[config.mk]
export PLATFORM = sky130hd
export DESIGN_NAME = instr_addr_trigger
export DESIGN_NICKNAME = d
export VERILOG_FILES = /design/src/rtl/trig_pkg.sv /design/src/rtl/trig_csr.sv /design/src/rtl/trig_match.sv /design/src/rtl/instr_addr_trigger.sv
export SDC_FILE = /design/constraint.sdc
export NUM_CORES = 1
export LEC_CHECK = 0
export ABC_CLOCK_PERIOD_IN_PS = 2050
export BUFFER_PORTS_ARGS = -buffer_cell sky130_fd_sc_hd__buf_2
export CAP_MARGIN = 5
export CORE_AREA = 5 5 84 86
export DETAILED_ROUTE_END_ITERATION = 10
export DIE_AREA = 0 0 89 91
export GPL_TIMING_DRIVEN = 0
export PLACE_DENSITY_LB_ADDON = 0.3
export SLEW_MARGIN = 20
export SYNTH_ARGS = -nofsm -noshare
export SYNTH_HDL_FRONTEND = slang
export SYNTH_HIERARCHICAL = 1
export SYNTH_SLANG_ARGS = --single-unit
[constraint.sdc]
create_clock -name clk_i -period 2.05 [get_ports clk_i]
set_input_delay 0.205 -clock clk_i [delete_from_list [all_inputs] [get_ports clk_i]]
set_output_delay 0.205 -clock clk_i [all_outputs]
set_load 0.05 [all_outputs]
[src/rtl/trig_pkg.sv]
package trig_pkg;
  localparam logic [11:0] CSR_CFG   = 12'h7A1;
  localparam logic [11:0] CSR_TADDR = 12'h7A2;
  localparam logic [3:0]  TRIG_KIND = 4'd6;

  localparam int unsigned HIT_BIT = 22;
  localparam int unsigned ACT_BIT = 12;
  localparam int unsigned M_BIT   = 6;
  localparam int unsigned U_BIT   = 3;
  localparam int unsigned EXE_BIT = 2;

  typedef struct packed {
    logic dmode;
    logic hit;
    logic act;   // 0: breakpoint exception, 1: debug entry
    logic m_en;
    logic u_en;
    logic exe;
  } trig_cfg_t;
endpackage

[src/rtl/trig_csr.sv]
module trig_csr
  import trig_pkg::*;
#(
  parameter int unsigned XLEN = 32
) (
  input  logic            clk_i,
  input  logic            rst_ni,
  input  logic            we_i,
  input  logic [11:0]     addr_i,
  input  logic [XLEN-1:0] wdata_i,
  input  logic            priv_m_i,
  input  logic            dbg_mode_i,
  input  logic            hit_set_i,
  output trig_cfg_t       cfg_o,
  output logic [XLEN-1:0] taddr_o,
  output logic [XLEN-1:0] rdata_o
);
  localparam int unsigned KIND_LSB = XLEN - 4;
  localparam int unsigned LOCK_BIT = XLEN - 5;

  trig_cfg_t       cfg_q;
  logic [XLEN-1:0] taddr_q;
  logic            wr_ok;

  // lock: only debug mode may touch the registers
  assign wr_ok = we_i && (priv_m_i || dbg_mode_i) && (!cfg_q.dmode || dbg_mode_i);

  always_ff @(posedge clk_i or negedge rst_ni) begin
    if (!rst_ni) begin
      cfg_q   <= '0;
      taddr_q <= '0;
    end else begin
      if (wr_ok && addr_i == CSR_CFG) begin
        cfg_q.dmode <= wdata_i[LOCK_BIT] & dbg_mode_i;
        cfg_q.hit   <= wdata_i[HIT_BIT];
        cfg_q.act   <= wdata_i[ACT_BIT];
        cfg_q.m_en  <= wdata_i[M_BIT];
        cfg_q.u_en  <= wdata_i[U_BIT];
        cfg_q.exe   <= wdata_i[EXE_BIT];
      end
      if (hit_set_i) cfg_q.hit <= 1'b1;
      if (wr_ok && addr_i == CSR_TADDR) taddr_q <= wdata_i;
    end
  end

  always_comb begin
    rdata_o = '0;
    if (addr_i == CSR_CFG) begin
      rdata_o[KIND_LSB +: 4] = TRIG_KIND;
      rdata_o[LOCK_BIT]      = cfg_q.dmode;
      rdata_o[HIT_BIT]       = cfg_q.hit;
      rdata_o[ACT_BIT]       = cfg_q.act;
      rdata_o[M_BIT]         = cfg_q.m_en;
      rdata_o[U_BIT]         = cfg_q.u_en;
      rdata_o[EXE_BIT]       = cfg_q.exe;
    end else if (addr_i == CSR_TADDR) begin
      rdata_o = taddr_q;
    end
  end

  assign cfg_o   = cfg_q;
  assign taddr_o = taddr_q;
endmodule

[src/rtl/trig_match.sv]
module trig_match
  import trig_pkg::*;
#(
  parameter int unsigned XLEN = 32
) (
  input  trig_cfg_t       cfg_i,
  input  logic [XLEN-1:0] taddr_i,
  input  logic            issue_valid_i,
  input  logic [XLEN-1:0] issue_pc_i,
  input  logic            priv_m_i,
  input  logic            dbg_mode_i,
  output logic            fire_o,
  output logic            exc_o,
  output logic            dbg_o,
  output logic [XLEN-1:0] pc_o
);
  logic priv_ok;
  logic addr_eq;

  assign priv_ok = priv_m_i ? cfg_i.m_en : cfg_i.u_en;
  assign addr_eq = (issue_pc_i == taddr_i);
  assign fire_o  = issue_valid_i && cfg_i.exe && priv_ok && addr_eq && !dbg_mode_i;
  assign exc_o   = fire_o && !cfg_i.act;
  assign dbg_o   = fire_o &&  cfg_i.act;
  // instruction is held back, so return resumes at it
  assign pc_o    = issue_pc_i;
endmodule

[src/rtl/instr_addr_trigger.sv]
module instr_addr_trigger
  import trig_pkg::*;
#(
  parameter int unsigned XLEN = 32
) (
  input  logic            clk_i,
  input  logic            rst_ni,
  input  logic            csr_we_i,
  input  logic [11:0]     csr_addr_i,
  input  logic [XLEN-1:0] csr_wdata_i,
  output logic [XLEN-1:0] csr_rdata_o,
  input  logic            priv_m_i,
  input  logic            dbg_mode_i,
  input  logic            issue_valid_i,
  input  logic [XLEN-1:0] issue_pc_i,
  output logic            trig_fire_o,
  output logic            trig_exc_o,
  output logic            trig_dbg_o,
  output logic [XLEN-1:0] trig_pc_o
);
  trig_cfg_t       cfg_q;
  logic [XLEN-1:0] taddr_q;

  trig_csr #(.XLEN(XLEN)) u_csr (
    .clk_i      (clk_i),
    .rst_ni     (rst_ni),
    .we_i       (csr_we_i),
    .addr_i     (csr_addr_i),
    .wdata_i    (csr_wdata_i),
    .priv_m_i   (priv_m_i),
    .dbg_mode_i (dbg_mode_i),
    .hit_set_i  (trig_fire_o),
    .cfg_o      (cfg_q),
    .taddr_o    (taddr_q),
    .rdata_o    (csr_rdata_o)
  );

  trig_match #(.XLEN(XLEN)) u_match (
    .cfg_i         (cfg_q),
    .taddr_i       (taddr_q),
    .issue_valid_i (issue_valid_i),
    .issue_pc_i    (issue_pc_i),
    .priv_m_i      (priv_m_i),
    .dbg_mode_i    (dbg_mode_i),
    .fire_o        (trig_fire_o),
    .exc_o         (trig_exc_o),
    .dbg_o         (trig_dbg_o),
    .pc_o          (trig_pc_o)
  );
endmodule

Word-level counts from Yosys, hierarchy flattened
Cells that the tools add are included.

storage, ports and cells
  output and inout port bits = 67
  flip-flop bits (word level) = 38
  logic and storage cells = 41
  input port bits = 82

operators by class
  mux-type cells = 14
  equality and inequality tests = 3
  bitwise gates (word level) = 1
  reductions and logical operators = 16

operators with widths
  operator              number
  $eq 32x32->1          1
  $mux 32               1
  $eq 12x11->1 const B  2
  $mux 5                3
  $logic_and 1x1->1     10
  $mux 9                1
  $mux 2                3
  $mux 1                5
  $mux 4                1
  $logic_not 1->1       3
  $logic_or 1x1->1      2
  $reduce_bool 2->1     1
  $and 1x1->1           1

Longest topological paths before layout
  depth after elaboration = 6
  gate-level depth with buffers = 6
  gate-level depth less buffers = 6

By module
Netlist, hierarchy kept.

by module, submodules not included
  module      area each (sq um)  instances  seq. area each (sq um)  cells an instance
  trig_csr    1799.2             1          950.9                   138
  trig_match  625.6              1          0.0                     82

Worst setup path before layout
OpenSTA, ideal clock, no wires.

  kind = register -> output
  start = reg u_csr.taddr_q[31], in the netlist u_csr/taddr_o[31]
  end = out trig_dbg_o
  slack = -0.658 ns
  buffers on the path = 0
  cell stages (with the launch flop) = 5
  required time = 1.845 ns
  arrival time = 2.503 ns
  cell sequence = dfrtp_1 > xor2_1 > nor4_1 > nand4_1 > nor4_1

between the ends
  word-level cells in the longest chain between the ends = 4

RTL lines
  element                          RTL line                  source
  start, declared                  trig_csr.sv:22            logic [XLEN-1:0] taddr_q;
  start signal, assigned           trig_csr.sv:42            if (wr_ok && addr_i == CSR_TADDR) taddr_q <= wdata_i;
  $eq 32x32->1                     trig_match.sv:21          assign addr_eq = (issue_pc_i == taddr_i);
  $logic_and 1x1->1 (2 in series)  trig_match.sv:22          assign fire_o = issue_valid_i && cfg_i.exe && priv_ok && addr_eq && !dbg_mode_i;
  $logic_and 1x1->1                trig_match.sv:24          assign dbg_o = fire_o && cfg_i.act;
  end, declared                    instr_addr_trigger.sv:18  output logic trig_dbg_o,

No other way between the ends.

Worst setup path after layout
  start = reg u_csr.taddr_q[6], in the netlist u_csr/taddr_o[6]
  end = out trig_exc_o

between the ends
  word-level cells in the longest chain between the ends = 4

RTL lines
  element                          RTL line                  source
  $eq 32x32->1                     trig_match.sv:21
  $logic_and 1x1->1 (2 in series)  trig_match.sv:22
  $logic_and 1x1->1                trig_match.sv:23          assign exc_o = fire_o && !cfg_i.act;
  end, declared                    instr_addr_trigger.sv:17  output logic trig_exc_o,

No other way between the ends.

==> impl_metrics.py <==
metrics = {
    "worst_setup_path": {
        "crit_path_max_incr_delay_ns": 0.39,
        "path_common_cell": "sky130_fd_sc_hd__nor4_2",
        "timing.critical_path.slowest_stage_cell": "sky130_fd_sc_hd__dfrtp_1",
        "setup.worst_path.class": "flop to output pin",
        "setup_crit_end_kind": "output pin",
        "r2r-end": "u_csr/taddr_o[3]",
        "critPathLaunchType": "flop",
        "path_max_fanout": 3,
        "crit_chain": "xor2_1, nor4_2, nand4_1, nor4_2, buf_4",
        "cp_data_arrival_time_ns": 2.00,
        "regToRegStartpoint": "u_csr/cfg_o[5]",
        "depth_of_the_most_critical_reg_to_reg_path": 5,
        "setup.reg_to_reg.worst_slack_ns": 0.29,
        "req_time_crit_path_ns": 1.85,
    },
    "global_route": {
        "grt_antenna_before_repair": 0,
        "grt_overflow_total": 0,
        "first_global_vias": 2154,
        "grt_first_pass_wirelength_um": 10300,
        "grt_max_degree": 39,
        "grt_util_all_layers_pct": 16.34,
    },
    "logic_synthesis": {
        "netlist_instances": 220,
        "synthArstFlopShare_pct": 100.0,
        "synth_compound_gate_area_share_pct": 2.477,
        "synthDominantAreaCellType": "sky130_fd_sc_hd__dfrtp_1",
        "area_contributors_post_synth": "sky130_fd_sc_hd__dfrtp_1, sky130_fd_sc_hd__mux2_2, sky130_fd_sc_hd__xor2_1",
        "synth_warnings": 6,
        "synth-edff-count": 0,
        "synth.lib_cells_used.distinct": 27,
        "syn-num-nets": 302,
        "post_synth_most_frequent_cells": "sky130_fd_sc_hd__dfrtp_1, sky130_fd_sc_hd__mux2_2, sky130_fd_sc_hd__buf_4",
        "syn-mean-instance-area_sq_um": 11.02,
        "yosys.area_share.simple_pct": 16.51,
        "fraction_of_synthesized_area_in_multiplexers_pct": 17.96,
        "synth_top_area_share_pct": 39.22,
        "synthXorXnorAreaFrac_pct": 11.56,
        "synth_flop_cell": "sky130_fd_sc_hd__dfrtp_1",
        "synth_sequential_area_ratio_pct": 39.22,
        "flip_flop_and_latch_count_after_synthesis": 38,
        "yosys.area_share.adder_pct": 0,
        "synth.most_common_cell": "sky130_fd_sc_hd__dfrtp_1",
        "synth_top_family_by_area": "multiplexers",
        "synth.cell_area_sq_mm": 0.002425,
    },
    "sta": {
        "grt_setup_unrepaired": "yes",
        "fin_crit_ns": 2.201,
        "hold_slack_ns": 0.03042,
        "slew-limit-headroom_pct": 43.15,
        "setup_tns_final_ns": -0.3836,
        "finalCritPeriodShare_pct": 107.3,
        "setup_viol_count_final": 3,
        "max_slew.worst_pin.slew_ns": 0.8527,
        "max_clock_freq_ghz": 0.4544,
        "finalHoldViolations": 0,
        "timing.final.ws_setup_ns": -0.1506,
        "finalMaxSlewViolations": 0,
        "post_route_clock_skew_ns": 0.003062,
    },
    "drt": {
        "drtPass1Iterations": 4,
        "drt-vias-per-instance": 4.611,
        "drt.antenna.violating_nets": 0,
        "dr.first_iter.drc_count": 65,
        "vias": 2121,
        "drc_errors": 0,
        "post_detailed_routing_wire_length_um": 6612,
        "drt-wirelength-per-cell_um": 14.37,
    },
    "flow_run": {
        "max-cap-violations": 0,
    },
    "power_and_ir_drop": {
        "power.switching_uw": 450.0,
        "peakVddDrop_uv": 318.4,
        "pwr-share-seq_pct": 47.8,
        "combPwrFrac_pct": 22.4,
        "power.density_mw_per_mm2": 444.7,
        "switching_share_pct": 28.60,
        "total_power_of_the_final_layout_uw": 1573,
        "design_internal_power_uw": 1124,
        "clkPwrFrac_pct": 29.8,
        "static-leakage-power_uw": 0.001978,
    },
    "clock_network": {
        "clockBufferDepth": 2,
        "worstSkewPairLatency_ns": 0.28,
        "clock-root-buffer": "sky130_fd_sc_hd__clkbuf_8",
        "clk_transition_reported_paths_ns": 0.07,
        "clkSinkCount": 38,
        "tritoncts": "done",
        "cts_htree_levels": 2,
        "cts_made_buffers": 5,
        "postCtsHoldBufs": 0,
    },
    "cells_and_area": {
        "antenna_cells_inserted": 0,
        "final_nets": 465,
        "synthToLayoutAreaGrowth_pct": 45.92,
        "final_layout_size_suffix_gt1_share_pct": 64.75,
        "utilization_after_layout_pct": 57.03,
    },
    "placement": {
        "io_buffers": 148,
        "detailedPlacementHpwl_um": 5327,
        "final_weighted_congestion_in_routability_driven_placement": 0.8087,
    },
    "die": {
        "horiz_die_dim_um": 89,
        "floorplan.initialDensity_pct": 39.08,
        "num_io_pins": 149,
        "core.rowCount": 29,
        "die-height_um": 91,
        "dieArea_sq_mm": 0.008099,
        "core-area_sq_mm": 0.006205,
    },
    "worst_hold_path": {
        "worst_hold_path_type": "input port to asynchronous set/reset pin",
    },
    "outcome": {
        "failed_checks": "negative setup slack",
        "run_status": "finished, violations left",
    },
}
-- repair_timing --
action                                  in CTS  in global routing
endpoints found under the setup margin      27                 23
buffers inserted                             4                  4
gates resized for setup                     34                  5
pin swaps                                   11                 12
-- final cells by class --
cell class              instances  area [sq um]
clock buffers                   7         76.32
multi-input cells             141          1239
fillers                       567          2666
inverters                       3         11.26
plain buffers                  38         302.8
well taps                      77         96.34
repair buffers                156         862.1
flip-flops and latches         38         950.9
-- sequential cells by signal, summed over array words and instances (netlist names) --
name,flops
u_csr/cfg_o,6
u_csr/taddr_o,32
-- stage by stage --
| stage | instance area, sq um | setup slack [ns] | instances |
|---|---|---|---|
| 2_1_floorplan | 2442 | -0.1428 | 220 |
| 3_3_place_gp | 3279 | -0.6182 | 445 |
| 3_5_place_dp | 3279 | -0.5916 | 445 |
| 4_1_cts | 3487 | -0.2206 | 456 |
| 5_1_grt | 3538 | -0.2235 | 460 |
| 6_report | 3538 | -0.1506 | 460 |
-- cells in the final DEF (no fill, tap or decap) --
cell type,instances
sky130_fd_sc_hd__nor3_2,1
sky130_fd_sc_hd__xor2_1,30
sky130_fd_sc_hd__xnor2_1,2
sky130_fd_sc_hd__clkbuf_4,1
sky130_fd_sc_hd__and2_1,24
sky130_fd_sc_hd__mux2_2,34
sky130_fd_sc_hd__a21oi_1,2
sky130_fd_sc_hd__inv_1,3
sky130_fd_sc_hd__mux2i_1,3
sky130_fd_sc_hd__nor2_1,11
sky130_fd_sc_hd__buf_6,4
sky130_fd_sc_hd__nor3_4,2
sky130_fd_sc_hd__buf_4,63
sky130_fd_sc_hd__o21ai_0,1
sky130_fd_sc_hd__dfrtp_1,38
sky130_fd_sc_hd__a22oi_1,6
sky130_fd_sc_hd__nor2_4,1
sky130_fd_sc_hd__clkbuf_1,2
sky130_fd_sc_hd__nor4_1,1
sky130_fd_sc_hd__nor2b_1,2
sky130_fd_sc_hd__nor4b_4,1
sky130_fd_sc_hd__or4b_4,1
sky130_fd_sc_hd__nand2_1,2
sky130_fd_sc_hd__buf_2,125
sky130_fd_sc_hd__nand3_1,1
sky130_fd_sc_hd__nor4b_2,1
sky130_fd_sc_hd__nor4bb_1,1
sky130_fd_sc_hd__mux2_1,2
sky130_fd_sc_hd__nor3_1,1
sky130_fd_sc_hd__nor4_2,8
sky130_fd_sc_hd__clkbuf_8,6
sky130_fd_sc_hd__nand4_1,3
-- how the worst max path moves through the flow --
stage	from	endpoint	slack [ns]	cells past startpoint
CTS	u_csr/taddr_o[7]	trig_dbg_o	-0.22	5
global route	u_csr/taddr_o[31]	trig_dbg_o	-0.22	5
floorplan	u_csr/taddr_o[31]	trig_dbg_o	-0.14	4
global placement	csr_addr_i[6]	csr_rdata_o[13]	-0.62	8
detailed placement	csr_addr_i[6]	csr_rdata_o[13]	-0.59	8
finish	u_csr/taddr_o[6]	trig_exc_o	-0.15	5
-- power by group through the flow --
stage | registers [uW] | logic (uW) | clock network (uW)
finish | 753 | 352 | 469
global route | 752 | 377 | 517
CTS | 753 | 352 | 493
detailed placement | 767 | 348 | 0
global placement | 767 | 345 | 0
floorplan | 767 | 205 | 0
-- worst max-delay path, delay by kind of cell, from the launching register on --
family	cells	cell delay, ns
and+or+nand+nor	3	0.90
xor gates and xnor gates	1	0.18
DFF	1	0.39
buffers and inverters	1	0.24
-- per-layer routing --
metal / global-route usage, % / wire, um / share of wire (%) / up-vias
met5: 0 / 0 / 0 / -
met4: 3.722 / 34 / 0.51 / 0
met3: 3.620 / 487 / 7.4 / 4
met2: 30.01 / 3579 / 54 / 70
met1: 19.01 / 2511 / 38 / 999
li1: - / - / - / 1048
-- cell families (layout without fill, tap and decap cells) --
kind of cell,Yosys count,after routing
buffers and inverters,41,204
XOR/XNOR,32,32
flip-flops,38,38
AO/OA/AOI/OAI,9,9
AND/OR/NAND/NOR,61,61
multiplexers,39,39
(Power assumes the default switching activity.)
